<file path="src/rtl/otis_route_pkg.sv">
package otis_route_pkg;
   typedef enum logic [1:0] {
      K_DELIVER  = 2'd0,
      K_ELECTRIC = 2'd1,
      K_OPTICAL  = 2'd2
   } hop_kind_e;
endpackage

</file>
<file path="src/rtl/otis_bit_picker.sv">
module otis_bit_picker #(
   parameter int W  = 3,
   localparam int IW = $clog2(W)
) (
   input  logic [W-1:0]  cur,
   input  logic [W-1:0]  tgt,
   input  logic          msb_first,
   output logic          has_diff,
   output logic [IW-1:0] idx
);
   logic [W-1:0]  diff;
   logic [IW-1:0] lo_idx, hi_idx, first;
   logic          lo_found;
   logic [W-1:0]  trial;

   always_comb begin
      diff     = cur ^ tgt;
      lo_idx   = '0;
      hi_idx   = '0;
      lo_found = 1'b0;
      for (int i = 0; i < W; i++) begin
         if (diff[i] && !lo_found) begin
            lo_idx   = IW'(i);
            lo_found = 1'b1;
         end
         if (diff[i]) hi_idx = IW'(i);
      end
      has_diff = |diff;
      first    = msb_first ? hi_idx : lo_idx;
      trial    = cur ^ (W'(1) << first);
      // unused node codes end in 2'b11: steer to the other low bit
      if (trial[1:0] == 2'b11)
         idx = (first == '0) ? IW'(1) : IW'(0);
      else
         idx = first;
   end

   logic [W-1:0] landed;
   always_comb begin
      landed = cur ^ (W'(1) << idx);
      // the chosen bit is always one that differs
      a_r6_bit_differs: assert (!has_diff || diff[idx]);
      // from a used code toward a used code, never land on an unused one
      a_r7_guard: assert (!(has_diff && cur[1:0] != 2'b11 && tgt[1:0] != 2'b11)
                          || landed[1:0] != 2'b11);
   end
endmodule

</file>
<file path="src/rtl/otis_hop_tally.sv">
module otis_hop_tally #(
   parameter int CW = 4
) (
   input  logic          clk,
   input  logic          rst_n,
   input  logic          step,
   input  logic          is_hop,
   input  logic          is_end,
   output logic [CW-1:0] count
);
   logic          fresh;
   logic [CW-1:0] base;

   always_comb base = fresh ? '0 : count;

   always_ff @(posedge clk) begin
      if (!rst_n) begin
         count <= '0;
         fresh <= 1'b1;
      end else if (step) begin
         if (is_hop && base != '1) count <= base + 1'b1;
         else                      count <= base;
         fresh <= is_end;
      end
   end

   a_r9_count_step: assert property (@(posedge clk) disable iff (!rst_n)
      (step && !fresh && is_hop && count != '1) |=> count == $past(count) + 1'b1);
   a_r9_restart: assert property (@(posedge clk) disable iff (!rst_n)
      (step && fresh) |=> count <= CW'(1));
   a_r9_hold: assert property (@(posedge clk) disable iff (!rst_n)
      !step |=> $stable(count));
endmodule

</file>
<file path="src/rtl/otis_next_hop.sv">
module otis_next_hop
   import otis_route_pkg::*;
#(
   parameter int DH = 2,
   localparam int W    = DH + 1,
   localparam int IW   = $clog2(W),
   localparam int MAXH = 2 * DH + 3,
   localparam int CW   = $clog2(MAXH + 1) + 1
) (
   input  logic          clk,
   input  logic          rst_n,
   input  logic          in_valid,
   input  logic          scan_msb_first,
   input  logic [W-1:0]  cur_group,
   input  logic [W-1:0]  cur_node,
   input  logic [W-1:0]  dst_group,
   input  logic [W-1:0]  dst_node,
   output logic          out_valid,
   output logic [1:0]    out_kind,
   output logic [IW-1:0] out_bit,
   output logic [CW-1:0] hop_count
);
   generate
      if (DH < 1) begin : g_bad_dh
         $error("otis_next_hop: DH must be at least 1");
      end
   endgenerate

   logic          same_grp, at_dst, need_opt, has_diff;
   logic [W-1:0]  fix_tgt;
   logic [IW-1:0] pick_idx;
   hop_kind_e     nxt_kind;
   logic [IW-1:0] nxt_bit;

   always_comb begin
      same_grp = (cur_group == dst_group);
      at_dst   = same_grp && (cur_node == dst_node);
      need_opt = !same_grp && (cur_node == dst_group);
      fix_tgt  = same_grp ? dst_node : dst_group;
   end

   otis_bit_picker #(.W(W)) u_pick (
      .cur       (cur_node),
      .tgt       (fix_tgt),
      .msb_first (scan_msb_first),
      .has_diff  (has_diff),
      .idx       (pick_idx)
   );

   always_comb begin
      nxt_bit = '0;
      if (at_dst)        nxt_kind = K_DELIVER;
      else if (need_opt) nxt_kind = K_OPTICAL;
      else begin
         nxt_kind = K_ELECTRIC;
         nxt_bit  = pick_idx;
      end
   end

   always_ff @(posedge clk) begin
      if (!rst_n) begin
         out_valid <= 1'b0;
         out_kind  <= K_DELIVER;
         out_bit   <= '0;
      end else begin
         out_valid <= in_valid;
         if (in_valid) begin
            out_kind <= nxt_kind;
            out_bit  <= nxt_bit;
         end
      end
   end

   otis_hop_tally #(.CW(CW)) u_tally (
      .clk    (clk),
      .rst_n  (rst_n),
      .step   (in_valid),
      .is_hop (nxt_kind != K_DELIVER),
      .is_end (nxt_kind == K_DELIVER),
      .count  (hop_count)
   );

   a_r1_valid_rise: assert property (@(posedge clk) disable iff (!rst_n)
      in_valid |=> out_valid);
   a_r1_valid_fall: assert property (@(posedge clk) disable iff (!rst_n)
      !in_valid |=> !out_valid);
   a_r2_deliver: assert property (@(posedge clk) disable iff (!rst_n)
      (in_valid && cur_group == dst_group && cur_node == dst_node)
      |=> out_kind == K_DELIVER);
   a_r3_no_optical_in_group: assert property (@(posedge clk) disable iff (!rst_n)
      (in_valid && cur_group == dst_group) |=> out_kind != K_OPTICAL);
   a_r5_optical: assert property (@(posedge clk) disable iff (!rst_n)
      (in_valid && cur_group != dst_group && cur_node == dst_group)
      |=> out_kind == K_OPTICAL);
   a_r8_bit_zero: assert property (@(posedge clk) disable iff (!rst_n)
      (out_valid && out_kind != K_ELECTRIC) |-> out_bit == '0);
endmodule

</file>
<file path="config.mk">
export PLATFORM = sky130hd
export DESIGN_NAME = otis_next_hop
export DESIGN_NICKNAME = d
export VERILOG_FILES = /design/src/rtl/otis_route_pkg.sv /design/src/rtl/otis_bit_picker.sv /design/src/rtl/otis_hop_tally.sv /design/src/rtl/otis_next_hop.sv
export SDC_FILE = /design/constraint.sdc
export NUM_CORES = 1
export LEC_CHECK = 0
export BUFFER_PORTS_ARGS = -buffer_cell sky130_fd_sc_hd__buf_2
export CAP_MARGIN = 5
export CORE_MARGIN = 4
export CORE_UTILIZATION = 34
export DETAILED_ROUTE_END_ITERATION = 6
export SYNTH_ARGS = -nofsm -noshare
export SYNTH_HDL_FRONTEND = slang
export SYNTH_HIERARCHICAL = 1
export SYNTH_SLANG_ARGS = --single-unit
</file>
<file path="constraint.sdc">
create_clock -name clk -period 5.2 [get_ports clk]
set_input_delay 1.04 -clock clk [delete_from_list [all_inputs] [get_ports clk]]
set_output_delay 1.04 -clock clk [all_outputs]
set_load 0.01 [all_outputs]
</file>
### Word level (Yosys, flattened, before mapping)

Cells that the tools add are included.
Widths: inputs -> output; s select.

* flip-flop bits (word level): 10
* latch bits: 0
* bits in writable memories: 0
* ROM bits: 0
* input bits: 16
* output and inout port bits: 9
* word-level logic and storage cells: 41
* memories: 0

* $add $sub $neg: 1
* multipliers: 0
* divide/modulo/power cells: 0
* magnitude comparators: 0
* eq/ne operators: 5
* shift operators: 1
* multiplexer cells: 16
* bitwise gates (word level): 2
* reductions and logical operators: 11

Operators by type and width (count)
* $mux 2: 8
* $eq 3x3->1: 3
* $mux 4: 2
* $logic_and 1x1->1: 5
* $mux 1: 5
* $add 4x1->4 const B: 1
* $logic_not 2->1: 2
* $ne 4x4->1 const B: 1
* $logic_not 1->1: 3
* $mux 3: 1
* $xor 3x3->3: 1
* $eq 2x2->1 const B: 1
* $reduce_bool 2->1: 1
* $shl 1x2->2 const A: 1
* $xor 2x2->2: 1

### Depth between registers and ports, before layout

* depth after elaboration: 17
* depth in mapped cells: 8
* depth with buffers taken out: 8

### Modules after synthesis

The synthesis kept the hierarchy.

Modules (own cells, without submodules)
* otis_next_hop: times used 1, cells an instance 37, area each 331.6 sq um, seq. area each 100.1 sq um
* otis_hop_tally: times used 1, cells an instance 32, area each 300.3 sq um, seq. area each 100.1 sq um
* otis_bit_picker: times used 1, cells an instance 17, area each 113.9 sq um, seq. area each 0.0 sq um

### Least setup slack after synthesis

No wires, ideal clock.

* path type: input to register
* from: input port cur_group[0]
* to: register out_bit[0]
* setup time: 69 ps
* data arrival time: 2532 ps
* required time: 5131 ps
* slack: 2599 ps
* stages: 8
* path buffers: 0
* cell sequence: xor2_1 nor3_4 mux2_2 xnor2_2 o2bb2ai_1 a211oi_2 nand2_1 o21ai_1

* elaborated cells on any way between the ends: 25
* classes of those cells: 2 x eq/ne; 1 x shift; 12 x mux; 2 x bitwise; 8 x reduce/logical

RTL lines
* start, declared: line otis_next_hop.sv:14 `input logic [W-1:0] cur_group,`
* $eq 3x3->1 (*): line otis_next_hop.sv:36 `same_grp = (cur_group == dst_group);`
* $mux 3 (*): line otis_next_hop.sv:39 `fix_tgt = same_grp ? dst_node : dst_group;`
* named net fix_tgt[2]: line otis_next_hop.sv:30 `logic [W-1:0] fix_tgt;`
* $xor 3x3->3 (*): line otis_bit_picker.sv:17 `diff = cur ^ tgt;`
* $logic_and 1x1->1: line otis_bit_picker.sv:22 `if (diff[i] && !lo_found) begin`
* $mux 2: line otis_bit_picker.sv:22
* $mux 2 (*): line otis_bit_picker.sv:29 `first = msb_first ? hi_idx : lo_idx;`
* $shl 1x2->2: line otis_bit_picker.sv:30 `trial = cur ^ (W'(1) << first);`
* $xor 2x2->2: line otis_bit_picker.sv:30
* $eq 2x2->1: line otis_bit_picker.sv:32 `if (trial[1:0] == 2'b11)`
* $mux 2 (*): line otis_bit_picker.sv:32
* named net pick_idx[0]: line otis_next_hop.sv:31 `logic [IW-1:0] pick_idx;`
* $mux 2 (*): line otis_next_hop.sv:53 `else if (need_opt) nxt_kind = K_OPTICAL;`
* $mux 2 (*): line otis_next_hop.sv:52 `if (at_dst) nxt_kind = K_DELIVER;`
* end signal, assigned: line otis_next_hop.sv:69 `out_bit <= nxt_bit;`
* end, declared: line otis_next_hop.sv:20 `output logic [IW-1:0] out_bit,`

The timed path passes the listed nets; every way through them passes the cells marked *.
A chain may end at the register's enable or synchronous reset.

### Worst setup path in the final report

* from: input port dst_group[0]
* to: register out_bit[1]

* elaborated cells on any way between the ends: 24
* classes of those cells: 3 x eq/ne; 1 x shift; 11 x mux; 2 x bitwise; 7 x reduce/logical

RTL lines
* start, declared: line otis_next_hop.sv:16 `input logic [W-1:0] dst_group,`
* $eq 3x3->1 (*): line otis_next_hop.sv:36
* $mux 3 (*): line otis_next_hop.sv:39
* named net fix_tgt[1]: line otis_next_hop.sv:30
* $xor 3x3->3 (*): line otis_bit_picker.sv:17
* $logic_and 1x1->1: line otis_bit_picker.sv:22
* $mux 1: line otis_bit_picker.sv:22
* $logic_not 1->1: line otis_bit_picker.sv:22
* $logic_and 1x1->1: line otis_bit_picker.sv:22
* $mux 2: line otis_bit_picker.sv:22
* $mux 2 (*): line otis_bit_picker.sv:29
* $shl 1x2->2: line otis_bit_picker.sv:30
* $xor 2x2->2: line otis_bit_picker.sv:30
* $eq 2x2->1: line otis_bit_picker.sv:32
* $mux 2 (*): line otis_bit_picker.sv:32
* named net pick_idx[1]: line otis_next_hop.sv:31
* $mux 2 (*): line otis_next_hop.sv:53
* $mux 2 (*): line otis_next_hop.sv:52

Marked as above.

==> impl_metrics.py <==
metrics = {
    "finish": {
        "mostFrequentLayoutCells": "24 x buf_2, 10 x nand2_1, 10 x dfxtp_1, 7 x xnor2_1",
        "fin_util_pct": 46.1,
        "final_nets": 129,
        "final_common_cell": "buf_2",
        "finalInstanceArea_sq_um": 922,
        "num_antenna_cells": 0,
        "drive_gt1_share_pct": 34.2,
        "layoutNonFillerInstCount": 138,
        "area_growth_pct": 25.3,
    },
    "sta": {
        "hold_viol_final": 0,
        "finalMaxSlewViolations": 0,
        "finalCritPeriodShare_pct": 48.6,
        "fin_setup_tns_ns": 0,
        "fin_skew_ns": 0.00351,
        "relSlewSlack_pct": 78.4,
        "tightest_slew_ns": 0.315,
        "fmax_ghz": 0.395,
        "min_period_ns": 2.53,
        "final-setup-viol-count": 0,
        "rsz0062_at_grt": "false",
    },
    "global_routing": {
        "grt_antenna_before_repair": 0,
        "grt_pass1_vias": 699,
        "grt_max_degree": 15,
        "grt_util_all_layers_pct": 12.6,
        "grt_remaining_overflow": 0,
        "grt_pass1_wl_mm": 2.75,
    },
    "synthesis": {
        "synth_area_sq_um": 736,
        "syn_area_per_cell_sq_um": 8.76,
        "syn_inst": 84,
        "synth_nets": 101,
        "synth_warnings": 6,
    },
    "drt": {
        "num_vias": 693,
        "vias_per_cell": 5.02,
        "wl_per_cell_microns": 11.8,
        "ant_nets": 0,
        "route.detailed.drc": 0,
        "dr.first_iter.drc_count": 5,
        "first_pass_iters": 4,
        "wl_mm": 1.64,
    },
    "power_and_ir_drop": {
        "combPwrFrac_pct": 24.8,
        "power_density_mw_per_mm2": 224,
        "ir_drop_uv": 82.1,
        "p_sw_w": 0.0000588,
        "p_seq_share_pct": 40.4,
        "switching_share_pct": 28.5,
        "power.share.clock_pct": 34.8,
        "leakagePower_nw": 0.396,
        "p_int_w": 0.000147,
    },
    "floorplanning": {
        "ioPinCount": 25,
        "rows": 16,
        "initial_core_util_pct": 36.8,
        "dieWidth_microns": 54.5,
        "die_h_microns": 54.5,
        "coreArea_sq_mm": 0.00200,
        "dieArea_sq_mm": 0.00297,
    },
    "clock_tree": {
        "clock_latency_ns": 0.26,
        "clockBufferDepth": 2,
        "post-cts-setup-buffers": 0,
        "cts_resized": 0,
        "cts_root_buffer": "clkbuf_4",
        "tritoncts": "built",
        "cts_made_buffers": 3,
        "clkSinkCount": 10,
        "cts_max_level": 1,
        "holdBufCountCts": 0,
        "clkSlewWorstSetupHoldPaths_ns": 0.07,
    },
    "outcome": {
        "status": "completed",
    },
    "critical_path": {
        "crit_chain": "buf_2 -> xor2_1 -> nor3_4 -> mux2_2 -> xnor2_1 -> a21oi_1 -> a211oi_1 -> nand2_1 -> o21ai_1",
        "cp_max_fo": 5,
        "critPathCaptureType": "register",
        "crit_arrival_ns": 2.73,
        "critical_path.slowest_cell": "mux2_2",
        "crit_required_ns": 5.40,
        "slowest_delay_ns": 0.41,
        "startpoint_type": "input pin",
        "crit_type": "input pin to register",
    },
    "placement": {
        "dp_hpwl_mm": 1.33,
        "portBuffers": 24,
        "place_inst": 134,
        "routabilityCongestion": 0.774,
        "placed_area_sq_um": 886,
    },
    "hold_path": {
        "hold_path.class": "register to register",
    },
    "flow_run": {
        "cap_violations": 0,
    },
}
[state kept, by name, summed over array words and instances (netlist names)]
signal,count
u_tally/count,4
out_valid,1
out_kind,2
out_bit,2
u_tally/fresh,1
[metal layers]
layer	global-route usage, %	part of all wire [%]	vias to the layer above
li1	-	-	357
met1	14.6	44	319
met2	21.7	51	17
met3	1.91	4.8	0
met4	7.05	0	0
met5	0	0	-
[path summary, 6_finish.rpt]
check	from	slack [ns]	cells after the start	endpoint
worst max register to register	u_tally/fresh$_SDFFE_PN1P_	3.65	4	u_tally/count[3]$_SDFFE_PN0P_
worst max-delay path	dst_group[0]	2.67	9	out_bit[1]$_SDFFE_PN0P_
worst min register to register	out_bit[0]$_SDFFE_PN0P_	0.44	2	out_bit[0]$_SDFFE_PN0P_
worst min-delay path	out_bit[0]$_SDFFE_PN0P_	0.44	2	out_bit[0]$_SDFFE_PN0P_
[power groups by stage]
stage / clock network, W / registers [W] / logic (W)
global placement: 0 / 0.0000852 / 0.0000506
global route: 0.0000778 / 0.0000840 / 0.0000566
finish: 0.0000717 / 0.0000834 / 0.0000511
CTS: 0.0000734 / 0.0000836 / 0.0000517
floorplan: 0 / 0.0000867 / 0.0000316
detailed placement: 0 / 0.0000854 / 0.0000515
[worst max-delay path: cells and delay by family]
kind,cells,cell delay (ns)
AOI/OAI and AO/OA,3,0.44
xor gates and xnor gates,2,0.32
buffers and inverters,1,0.12
muxes,1,0.41
and+or+nand+nor,2,0.39
[area by class of cell]
| cell class | instances | area, sq um |
|---|---|---|
| Clock buffer | 4 | 36.3 |
| Fill cell | 227 | 1080 |
| Inverter | 5 | 18.8 |
| Multi-Input combinational cell | 68 | 513 |
| Sequential cell | 10 | 200 |
| Tap cell | 27 | 33.8 |
| Timing Repair Buffer | 24 | 120 |
[metrics by stage]
stage                     setup WS, ns  total power, W  hold WS (ns)
after detailed placement          2.38        0.000137         0.435
after floorplan                   2.63        0.000118         0.469
after global routing              2.51        0.000218         0.481
final                             2.67        0.000206         0.439
after CTS                         2.65        0.000209         0.445
after global placement            2.43        0.000136         0.433
(Power assumes the default switching activity.)
